===== config.mk =====
export PLATFORM = sky130hd
export DESIGN_NAME = irq_arbiter
export DESIGN_NICKNAME = d
export VERILOG_FILES = /design/src/rtl/irq_arb_pkg.sv /design/src/rtl/irq_edge_sync.sv /design/src/rtl/irq_ctrl_regs.sv /design/src/rtl/irq_select.sv /design/src/rtl/irq_arbiter.sv
export SDC_FILE = /design/constraint.sdc
export NUM_CORES = 1
export LEC_CHECK = 0
export ABC_AREA = 1
export CAP_MARGIN = 25
export CORE_MARGIN = 2
export CORE_UTILIZATION = 30
export CTS_BUF_LIST = sky130_fd_sc_hd__clkbuf_8 sky130_fd_sc_hd__clkbuf_16
export DETAILED_ROUTE_END_ITERATION = 10
export HOLD_SLACK_MARGIN = 0.05
export PLACE_DENSITY = 0.71
export SLEW_MARGIN = 20
export SYNTH_ARGS = -nofsm -noshare
export SYNTH_HDL_FRONTEND = slang
export SYNTH_SLANG_ARGS = --single-unit

===== constraint.sdc =====
create_clock -name clk -period 1 [get_ports clk]
set_input_delay 0.2 -clock clk [delete_from_list [all_inputs] [get_ports clk]]
set_output_delay 0.2 -clock clk [all_outputs]
set_load 0.03 [all_outputs]

===== src/rtl/irq_arb_pkg.sv =====
`timescale 1ns/1ps
package irq_arb_pkg;
  localparam int DATA_W   = 8;
  localparam int NSRC     = 2;
  localparam int SRC_EXT  = 0;   // lower index wins arbitration
  localparam int SRC_TMR  = 1;
  localparam int GIE_BIT  = 0;
  localparam int EN_BASE  = 1;   // enable of source i at EN_BASE + i
  localparam int FLG_BASE = 4;   // flag of source i at FLG_BASE + i
  localparam logic [DATA_W-1:0] VEC_EXT = 8'h04;
  localparam logic [DATA_W-1:0] VEC_TMR = 8'h08;

  // active-edge test on synchronized pin samples
  function automatic logic edge_hit(logic pol, logic cur, logic prev);
    return pol ? (cur & ~prev) : (~cur & prev);
  endfunction

  // assemble software view of the control state
  function automatic logic [DATA_W-1:0] pack_ctrl(logic gie,
                                                  logic [NSRC-1:0] en,
                                                  logic [NSRC-1:0] flg);
    logic [DATA_W-1:0] r;
    r = '0;
    r[GIE_BIT] = gie;
    for (int i = 0; i < NSRC; i++) begin
      r[EN_BASE + i]  = en[i];
      r[FLG_BASE + i] = flg[i];
    end
    return r;
  endfunction

  function automatic logic [DATA_W-1:0] src_vec(int idx);
    return (idx == SRC_EXT) ? VEC_EXT : VEC_TMR;
  endfunction
endpackage


===== src/rtl/irq_edge_sync.sv =====
`timescale 1ns/1ps
module irq_edge_sync
  import irq_arb_pkg::*;
#(
  parameter int STAGES = 2
) (
  input  logic clk,
  input  logic rst_n,
  input  logic pin_i,
  input  logic pol_i,
  output logic edge_o
);
  logic [STAGES-1:0] chain;
  logic              prev_q;

  generate
    for (genvar k = 0; k < STAGES; k++) begin : g_stage
      if (k == 0) begin : g_first
        always_ff @(posedge clk or negedge rst_n) begin
          if (!rst_n) chain[k] <= 1'b0;
          else        chain[k] <= pin_i;
        end
      end else begin : g_next
        always_ff @(posedge clk or negedge rst_n) begin
          if (!rst_n) chain[k] <= 1'b0;
          else        chain[k] <= chain[k-1];
        end
      end
    end
  endgenerate

  always_ff @(posedge clk or negedge rst_n) begin
    if (!rst_n) prev_q <= 1'b0;
    else        prev_q <= chain[STAGES-1];
  end

  assign edge_o = edge_hit(pol_i, chain[STAGES-1], prev_q);
endmodule


===== src/rtl/irq_ctrl_regs.sv =====
`timescale 1ns/1ps
module irq_ctrl_regs
  import irq_arb_pkg::*;
(
  input  logic              clk,
  input  logic              rst_n,
  input  logic              wr_i,
  input  logic [DATA_W-1:0] wdata_i,
  input  logic [NSRC-1:0]   set_i,
  input  logic [NSRC-1:0]   clr_i,
  input  logic              take_i,
  output logic              gie_o,
  output logic [NSRC-1:0]   en_o,
  output logic [NSRC-1:0]   flag_o,
  output logic [DATA_W-1:0] rdata_o
);
  logic unused_wbits;
  assign unused_wbits = ^{wdata_i[3], wdata_i[7:6]};

  // take clear beats a same-cycle write
  always_ff @(posedge clk or negedge rst_n) begin
    if (!rst_n)      gie_o <= 1'b0;
    else if (take_i) gie_o <= 1'b0;
    else if (wr_i)   gie_o <= wdata_i[GIE_BIT];
  end

  generate
    for (genvar i = 0; i < NSRC; i++) begin : g_src
      logic flag_nx;

      always_ff @(posedge clk or negedge rst_n) begin
        if (!rst_n)    en_o[i] <= 1'b0;
        else if (wr_i) en_o[i] <= wdata_i[EN_BASE + i];
      end

      // order: software write, then take clear, then hardware set
      always_comb begin
        flag_nx = wr_i ? wdata_i[FLG_BASE + i] : flag_o[i];
        if (clr_i[i]) flag_nx = 1'b0;
        if (set_i[i]) flag_nx = 1'b1;
      end

      always_ff @(posedge clk or negedge rst_n) begin
        if (!rst_n) flag_o[i] <= 1'b0;
        else        flag_o[i] <= flag_nx;
      end
    end
  endgenerate

  assign rdata_o = pack_ctrl(gie_o, en_o, flag_o);
endmodule


===== src/rtl/irq_select.sv =====
`timescale 1ns/1ps
module irq_select
  import irq_arb_pkg::*;
(
  input  logic              gie_i,
  input  logic              stk_full_i,
  input  logic [NSRC-1:0]   en_i,
  input  logic [NSRC-1:0]   flag_i,
  output logic [NSRC-1:0]   grant_o,
  output logic              take_o,
  output logic [DATA_W-1:0] vec_o
);
  logic [NSRC-1:0] req;
  assign req = en_i & flag_i & {NSRC{gie_i & ~stk_full_i}};

  always_comb begin
    logic found;
    found   = 1'b0;
    grant_o = '0;
    for (int i = 0; i < NSRC; i++) begin
      if (req[i] && !found) begin
        grant_o[i] = 1'b1;
        found      = 1'b1;
      end
    end
  end

  always_comb begin
    vec_o = '0;
    for (int i = 0; i < NSRC; i++)
      if (grant_o[i]) vec_o = src_vec(i);
  end

  assign take_o = |grant_o;
endmodule


===== src/rtl/irq_arbiter.sv =====
`timescale 1ns/1ps
module irq_arbiter
  import irq_arb_pkg::*;
#(
  parameter int SYNC_STAGES = 2
) (
  input  logic              clk,
  input  logic              rst_n,
  input  logic              tmr_ovf_i,
  input  logic              ext_pin_i,
  input  logic              edge_pol_i,
  input  logic              stk_full_i,
  input  logic              reg_wr_i,
  input  logic [DATA_W-1:0] reg_wdata_i,
  output logic [DATA_W-1:0] reg_rdata_o,
  output logic              take_o,
  output logic [DATA_W-1:0] vec_o,
  output logic              wake_o
);
  // named internal events, visible to the checker
  logic            ext_edge;
  logic [NSRC-1:0] set_evt;
  logic [NSRC-1:0] grant;
  logic            gie;
  logic [NSRC-1:0] en;
  logic [NSRC-1:0] flag;

  irq_edge_sync #(.STAGES(SYNC_STAGES)) u_edge (
    .clk    (clk),
    .rst_n  (rst_n),
    .pin_i  (ext_pin_i),
    .pol_i  (edge_pol_i),
    .edge_o (ext_edge)
  );

  assign set_evt[SRC_EXT] = ext_edge;
  assign set_evt[SRC_TMR] = tmr_ovf_i;

  irq_ctrl_regs u_regs (
    .clk     (clk),
    .rst_n   (rst_n),
    .wr_i    (reg_wr_i),
    .wdata_i (reg_wdata_i),
    .set_i   (set_evt),
    .clr_i   (grant),
    .take_i  (take_o),
    .gie_o   (gie),
    .en_o    (en),
    .flag_o  (flag),
    .rdata_o (reg_rdata_o)
  );

  irq_select u_sel (
    .gie_i      (gie),
    .stk_full_i (stk_full_i),
    .en_i       (en),
    .flag_i     (flag),
    .grant_o    (grant),
    .take_o     (take_o),
    .vec_o      (vec_o)
  );

  assign wake_o = |flag;
endmodule


==> impl_metrics.py, run 1 <==
metrics = {
    "power_and_ir_drop": {
        "peakVddDrop_uv": 922,
        "p_total_mw": 1.15,
        "power_density_nw_per_um2": 1370,
        "p_leak_nw": 0.462,
    },
    "cells_and_area": {
        "layout-drive-gt1-share": 0.489,
        "layout.nets": 110,
        "layout_common_cells": "15 x buf_6, 12 x nand2_1, 10 x clkdlybuf4s50_1, 9 x conb_1, 7 x buf_4",
        "multiInputGateArea_sq_um": 196,
        "seq_area_sq_um": 205,
        "fillCellCount": 139,
        "synthToLayoutAreaGrowth_pct": 79.2,
        "final_common_cell": "buf_6",
        "insertedDiodeCount": 0,
    },
    "route": {
        "drtAntennaViolNets": 0,
        "wl_per_cell_um": 8.63,
        "finalWirelength_um": 949,
        "firstDrtPassIters": 2,
        "first_iter_violations": 1,
        "vias_per_cell": 3.97,
        "drc_errors": 0,
        "vias": 437,
    },
    "global_route": {
        "grt_use_met1": 0.135,
        "grt-ovfl-total": 0,
        "grt_max_degree": 9,
        "grt_pass1_vias": 417,
        "track_usage": 0.114,
        "use_met2": 0.188,
        "antenna_found_initial": 0,
        "grtUsageMet3": 0.0333,
        "busiest_layer": "met2",
        "grt_pass1_wl_um": 1590,
    },
    "floorplanning": {
        "row_count": 14,
        "initial_core_util": 0.315,
        "dieArea_sq_um": 1900,
        "die_x_um": 43.5,
        "boundaryPins": 33,
        "die_h_um": 43.5,
        "core_sq_um": 1490,
    },
    "setup_path": {
        "critPathArrivalTime_ns": 1.07,
        "path_class": "flip-flop to output pin",
        "worstPathMaxFanout": 3,
        "crit_required_ns": 0.80,
        "slowest_delay_ns": 0.35,
        "cp_common_cell": "nand2_4",
        "rrSetupSlack_ns": -0.08,
        "cp-end-kind": "output pin",
        "path_cells": "inv_2 -> nor2_4 -> nand2_4 -> nand2_4 -> buf_6",
        "cp-start-kind": "flip-flop",
        "cp_slowest_cell": "dfrtp_1",
    },
    "sta": {
        "rsz0062_at_grt": "true",
        "hold_viol_final": 0,
        "fmax_mhz": 789,
        "setup_viol": 10,
        "min_period_ns": 1.27,
        "skew_ns": 0.00351,
        "timing.final.crit_share": 1.27,
        "drv_slew": 0,
        "setup_ws_ns": -0.267,
    },
    "place": {
        "port_buffers": 20,
        "dp_slack_ns": -0.312,
        "gp_congestion": 0.660,
        "dpl.hpwl_um": 772,
    },
    "outcome": {
        "failed_checks": "setup timing",
        "status": "complete, but fails checks",
    },
    "clock_tree": {
        "root_buffer": "clkbuf_8",
        "cts_buffers": 3,
        "cts.sinks": 8,
        "clock_path_buffers": 2,
        "clk_latency_ns": 0.22,
        "cts_htree_levels": 1,
        "cts_hold_buf": 0,
        "clk_pin_slew_ns": 0.04,
        "cts_tree": "yes",
    },
    "logic_synthesis": {
        "yosysUniqueCellTypes": 15,
        "syn_avg_cell_area_sq_um": 7.82,
        "synth_cells": 60,
        "ys_top_cells_by_area": "dfrtp_1 43%, buf_4 16%, nand2_1 13%",
        "netlist_area_sq_um": 469,
        "ys_ff_latch": 8,
        "ys_seq_area_frac": 0.427,
        "yosys_warnings": 0,
        "synth_largest_area_cell": "dfrtp_1",
        "synth_top_area_share": 0.427,
    },
    "job": {
        "maxCapViolations": 0,
    },
    "hold_path": {
        "min_path_type": "input port to asynchronous set/reset pin",
    },
}
==> synthesized netlist by cell type <==
library cell / count
inv_2: 2
nand2_1: 16
nand2_2: 4
inv_1: 9
a21oi_1: 1
nand3b_1: 1
nand3_1: 1
nor2_1: 2
dfrtp_1: 8
conb_1: 1
o21ai_1: 2
nor2_2: 1
buf_4: 10
buf_6: 1
nor2_4: 1
==> cell type report <==
class                   count  area share
flip-flops and latches      8       0.244
multi-input cells          38       0.234
clock buffers               3      0.0491
clock inverters             1     0.00446
inverters                  11      0.0521
repair buffers             33       0.393
well taps                  16      0.0238
==> per-layer routing <==
layer  up-vias  wire length (um)
li1        224                 -
met5         -                 0
met1       190               365
met3         0                87
met2        23               496
met4         0                 0
==> critical path, delay by kind of cell (launching register included) <==
family                 cells  cell delay [ns]
buffers and inverters      2             0.18
flip-flops                 1             0.35
AND/OR/NAND/NOR            3             0.31
==> path summary, 6_finish.rpt <==
| kind | from | endpoint | depth (start not counted) |
|---|---|---|---|
| min in group clk | u_edge.chain[0] | u_edge.chain[1] | 0 |
| max in group asynchronous | rst_n | u_regs.en_o[0] | 1 |
| max reg2reg | u_regs.en_o[0] | u_regs.gie_o | 7 |
| min | rst_n | u_regs.gie_o | 1 |
| max | u_regs.gie_o | take_o | 5 |
| min reg2reg | u_edge.chain[0] | u_edge.chain[1] | 0 |
==> registers in the layout, indices dropped and copies added (netlist names) <==
signal / cells
u_edge.chain: 2
u_regs.en_o: 2
u_regs.gie_o: 1
u_regs.flag_o: 2
u_edge.prev_q: 1
==> cell families after synthesis <==
family / count (synthesis) / synth area share
AO/OA/AOI/OAI: 3 / 0.0320
flip-flops: 8 / 0.427
other: 1 / 0.00799
AND/OR/NAND/NOR: 26 / 0.261
buffers and inverters: 22 / 0.272
==> power by group <==
part	switching, mW	internal (mW)
clock network	0.113	0.264
logic	0.212	0.187
registers	0.0188	0.355
total	0.344	0.806
==> what timing repair did <==
item                       in CTS  in global routing
resized for setup              21                  5
buffers inserted                2                  2
pin swaps                       2                  7
setup endpoints to repair      11                 12
==> stage by stage <==
step / cell area, sq um / instances / hold slack (ns) / util / TNS (ns)
after floorplan: 509 / 68 / -0.0956 / - / -0.0182
after global placement: 696 / 103 / 0.332 / 0.467 / -1.58
after detailed placement: 696 / 103 / 0.335 / 0.467 / -1.75
after CTS: 822 / 109 / 0.257 / 0.552 / -1.52
after global routing: 841 / 110 / 0.273 / 0.565 / -2.03
final: 841 / 110 / 0.255 / 0.565 / -1.51
No activity file was read; power rests on OpenSTA's default activity.
==> run 2: changes to the inputs <==
--- a/config.mk
+++ b/config.mk
@@ -11,7 +11,8 @@
 export CORE_UTILIZATION = 30
 export CTS_BUF_LIST = sky130_fd_sc_hd__clkbuf_8 sky130_fd_sc_hd__clkbuf_16
 export DETAILED_ROUTE_END_ITERATION = 10
-export HOLD_SLACK_MARGIN = 0.05
+export HOLD_SLACK_MARGIN = 0.15
+export MAX_ROUTING_LAYER = met4
 export PLACE_DENSITY = 0.71
 export SLEW_MARGIN = 20
 export SYNTH_ARGS = -nofsm -noshare
==> results of run 2 <==
No change in the layout: final DEF, timing and power equal those of run 1.
Among the figures that moved: final weighted congestion in routability-driven placement 0.660 -> 0.667; overall routing resource usage 0.114 -> 0.118
==> run 3: changes to the inputs <==
--- a/config.mk
+++ b/config.mk
@@ -7,7 +7,7 @@
 export LEC_CHECK = 0
 export ABC_AREA = 1
 export CAP_MARGIN = 25
-export CORE_MARGIN = 2
+export CORE_MARGIN = 3
 export CORE_UTILIZATION = 30
 export CTS_BUF_LIST = sky130_fd_sc_hd__clkbuf_8 sky130_fd_sc_hd__clkbuf_16
 export DETAILED_ROUTE_END_ITERATION = 10
==> run 3 against run 2 <==
Against the previous run:
- the run still ends with setup timing left
- worst setup slack worse by 0.0045 ns
- global-route usage up 1.3 points
- first-iteration DRC count up 100%
- maximum frequency down 0.35%
- critical path type unchanged
- critical endpoint unchanged
==> impl_metrics.py, run 3 (synthesized netlist as in run 1, its figures left out) <==
metrics = {
    "floorplanning": {
        "row_count": 13,
        "die_x_um": 45.5,
        "initial_core_util": 0.339,
        "boundaryPins": 33,
        "dieArea_sq_um": 2070,
        "core_sq_um": 1380,
        "die_h_um": 45.5,
    },
    "route": {
        "drc_errors": 0,
        "vias": 443,
        "finalWirelength_um": 1170,
        "vias_per_cell": 4.06,
        "wl_per_cell_um": 10.7,
        "drtAntennaViolNets": 0,
        "first_iter_violations": 2,
        "firstDrtPassIters": 4,
    },
    "setup_path": {
        "critPathArrivalTime_ns": 1.07,
        "cp-end-kind": "output pin",
        "crit_family": "flip-flops",
        "cp_common_cell": "nand2_4",
        "path_cells": "inv_2 -> nor2_4 -> nand2_4 -> nand2_4 -> buf_6",
        "path_class": "flip-flop to output pin",
        "crit_required_ns": 0.80,
        "cp_slowest_cell": "dfrtp_1",
        "slowest_delay_ns": 0.36,
        "cp-start-kind": "flip-flop",
        "cp_num_buf_inv": 2,
        "worstPathMaxFanout": 3,
    },
    "sta": {
        "drv_slew": 0,
        "timing.final.crit_share": 1.27,
        "setup_viol": 11,
        "fmax_mhz": 786,
        "skew_ns": 0.00467,
        "rsz0062_at_grt": "true",
        "setup_ws_ns": -0.272,
        "min_period_ns": 1.27,
        "setup_tns_ns": -1.71,
        "hold_viol_final": 0,
    },
    "place": {
        "dpl.hpwl_um": 809,
        "port_buffers": 20,
        "dp_slack_ns": -0.312,
        "dp.cells": 102,
        "gp_congestion": 0.729,
    },
    "cells_and_area": {
        "fin_util": 0.612,
        "synthToLayoutAreaGrowth_pct": 80.3,
        "insertedDiodeCount": 0,
        "layout_common_cells": "14 x buf_6, 12 x nand2_1, 10 x clkdlybuf4s50_1, 9 x conb_1, 9 x buf_4",
        "instances_no_fill": 109,
        "final_common_cell": "buf_6",
        "reg_top3": "u_edge.chain x2, u_regs.en_o x2, u_regs.flag_o x2",
        "fillCellCount": 117,
        "layout.nets": 111,
        "multiInputGateArea_sq_um": 203,
        "seq_area_sq_um": 205,
        "layout-drive-gt1-share": 0.521,
    },
    "global_route": {
        "grt_max_degree": 9,
        "track_usage": 0.131,
        "grt-ovfl-total": 0,
        "antenna_found_initial": 0,
        "grt_pass1_vias": 450,
        "grt_pass1_wl_um": 1820,
    },
    "clock_tree": {
        "cts_htree_levels": 1,
        "clk_pin_slew_ns": 0.04,
        "cts.sinks": 8,
        "cts_tree": "yes",
        "cts_hold_buf": 0,
        "cts_buffers": 3,
        "root_buffer": "clkbuf_8",
        "clock_path_buffers": 2,
        "clk_latency_ns": 0.22,
    },
    "power_and_ir_drop": {
        "peakVddDrop_uv": 768,
        "p_leak_nw": 0.458,
        "power_density_nw_per_um2": 1380,
    },
    "outcome": {
        "failed_checks": "setup timing",
        "status": "complete, but fails checks",
    },
    "hold_path": {
        "min_path_type": "input port to asynchronous set/reset pin",
    },
    "job": {
        "maxCapViolations": 0,
    },
}
## run 3: cell types whose count changed in the layout (fill, tap and decap cells not counted)
cell     before  now
buf_6        15   14
nor2_1        2    1
nor2_2        1    2
a21oi_2       0    1
buf_4         7    9
a21oi_1       1    0
inv_1         6    5
## run 3: final timing paths
check | slack, ns | endpoint | start | cells after the start
max in group asynchronous | 0.44 | u_regs.flag_o[0] | rst_n | 1
worst min-delay path | 0.26 | u_edge.prev_q | rst_n | 1
min in group clk | 0.34 | u_edge.chain[1] | u_edge.chain[0] | 0
worst max-delay path | -0.27 | take_o | u_regs.gie_o | 5
worst max register to register | -0.13 | u_regs.flag_o[0] | u_regs.gie_o | 7
worst min register to register | 0.34 | u_edge.chain[1] | u_edge.chain[0] | 0
## run 3: power breakdown
part / switching [mW] / internal, mW
Combinational: 0.221 / 0.188
Sequential: 0.0202 / 0.355
Clock: 0.120 / 0.260
Total: 0.360 / 0.803
## run 3: layer usage
layer,share of wire,routed length [um],track usage,up-vias
met4,0,0,0.0351,0
met2,0.52,604,0.209,23
met3,0.082,96,0.0356,0
met1,0.40,464,0.161,194
li1,-,-,-,226
met5,0,0,-,-
## run 3: final cells by class
cell class | count | share of cell area
Tap cell | 15 | 0.0222
Multi-Input combinational cell | 38 | 0.240
Sequential cell | 8 | 0.243
Inverter | 11 | 0.0518
Timing Repair Buffer | 34 | 0.395
Clock buffer | 3 | 0.0488
## run 3: through the flow
stage	power [mW]	area [sq um]	hold WS [ns]
global placement	0.700	694	0.332
detailed placement	0.705	694	0.335
floorplan	0.586	509	-0.0956
finish	1.16	846	0.262
CTS	1.15	826	0.266
global route	1.23	846	0.284
## run 3: timing repair
| item | CTS | global route |
|---|---|---|
| resized for setup | 21 | 7 |
| setup endpoints to repair | 11 | 12 |
| pin swaps | 5 | 4 |
| buffers inserted | 3 | 3 |
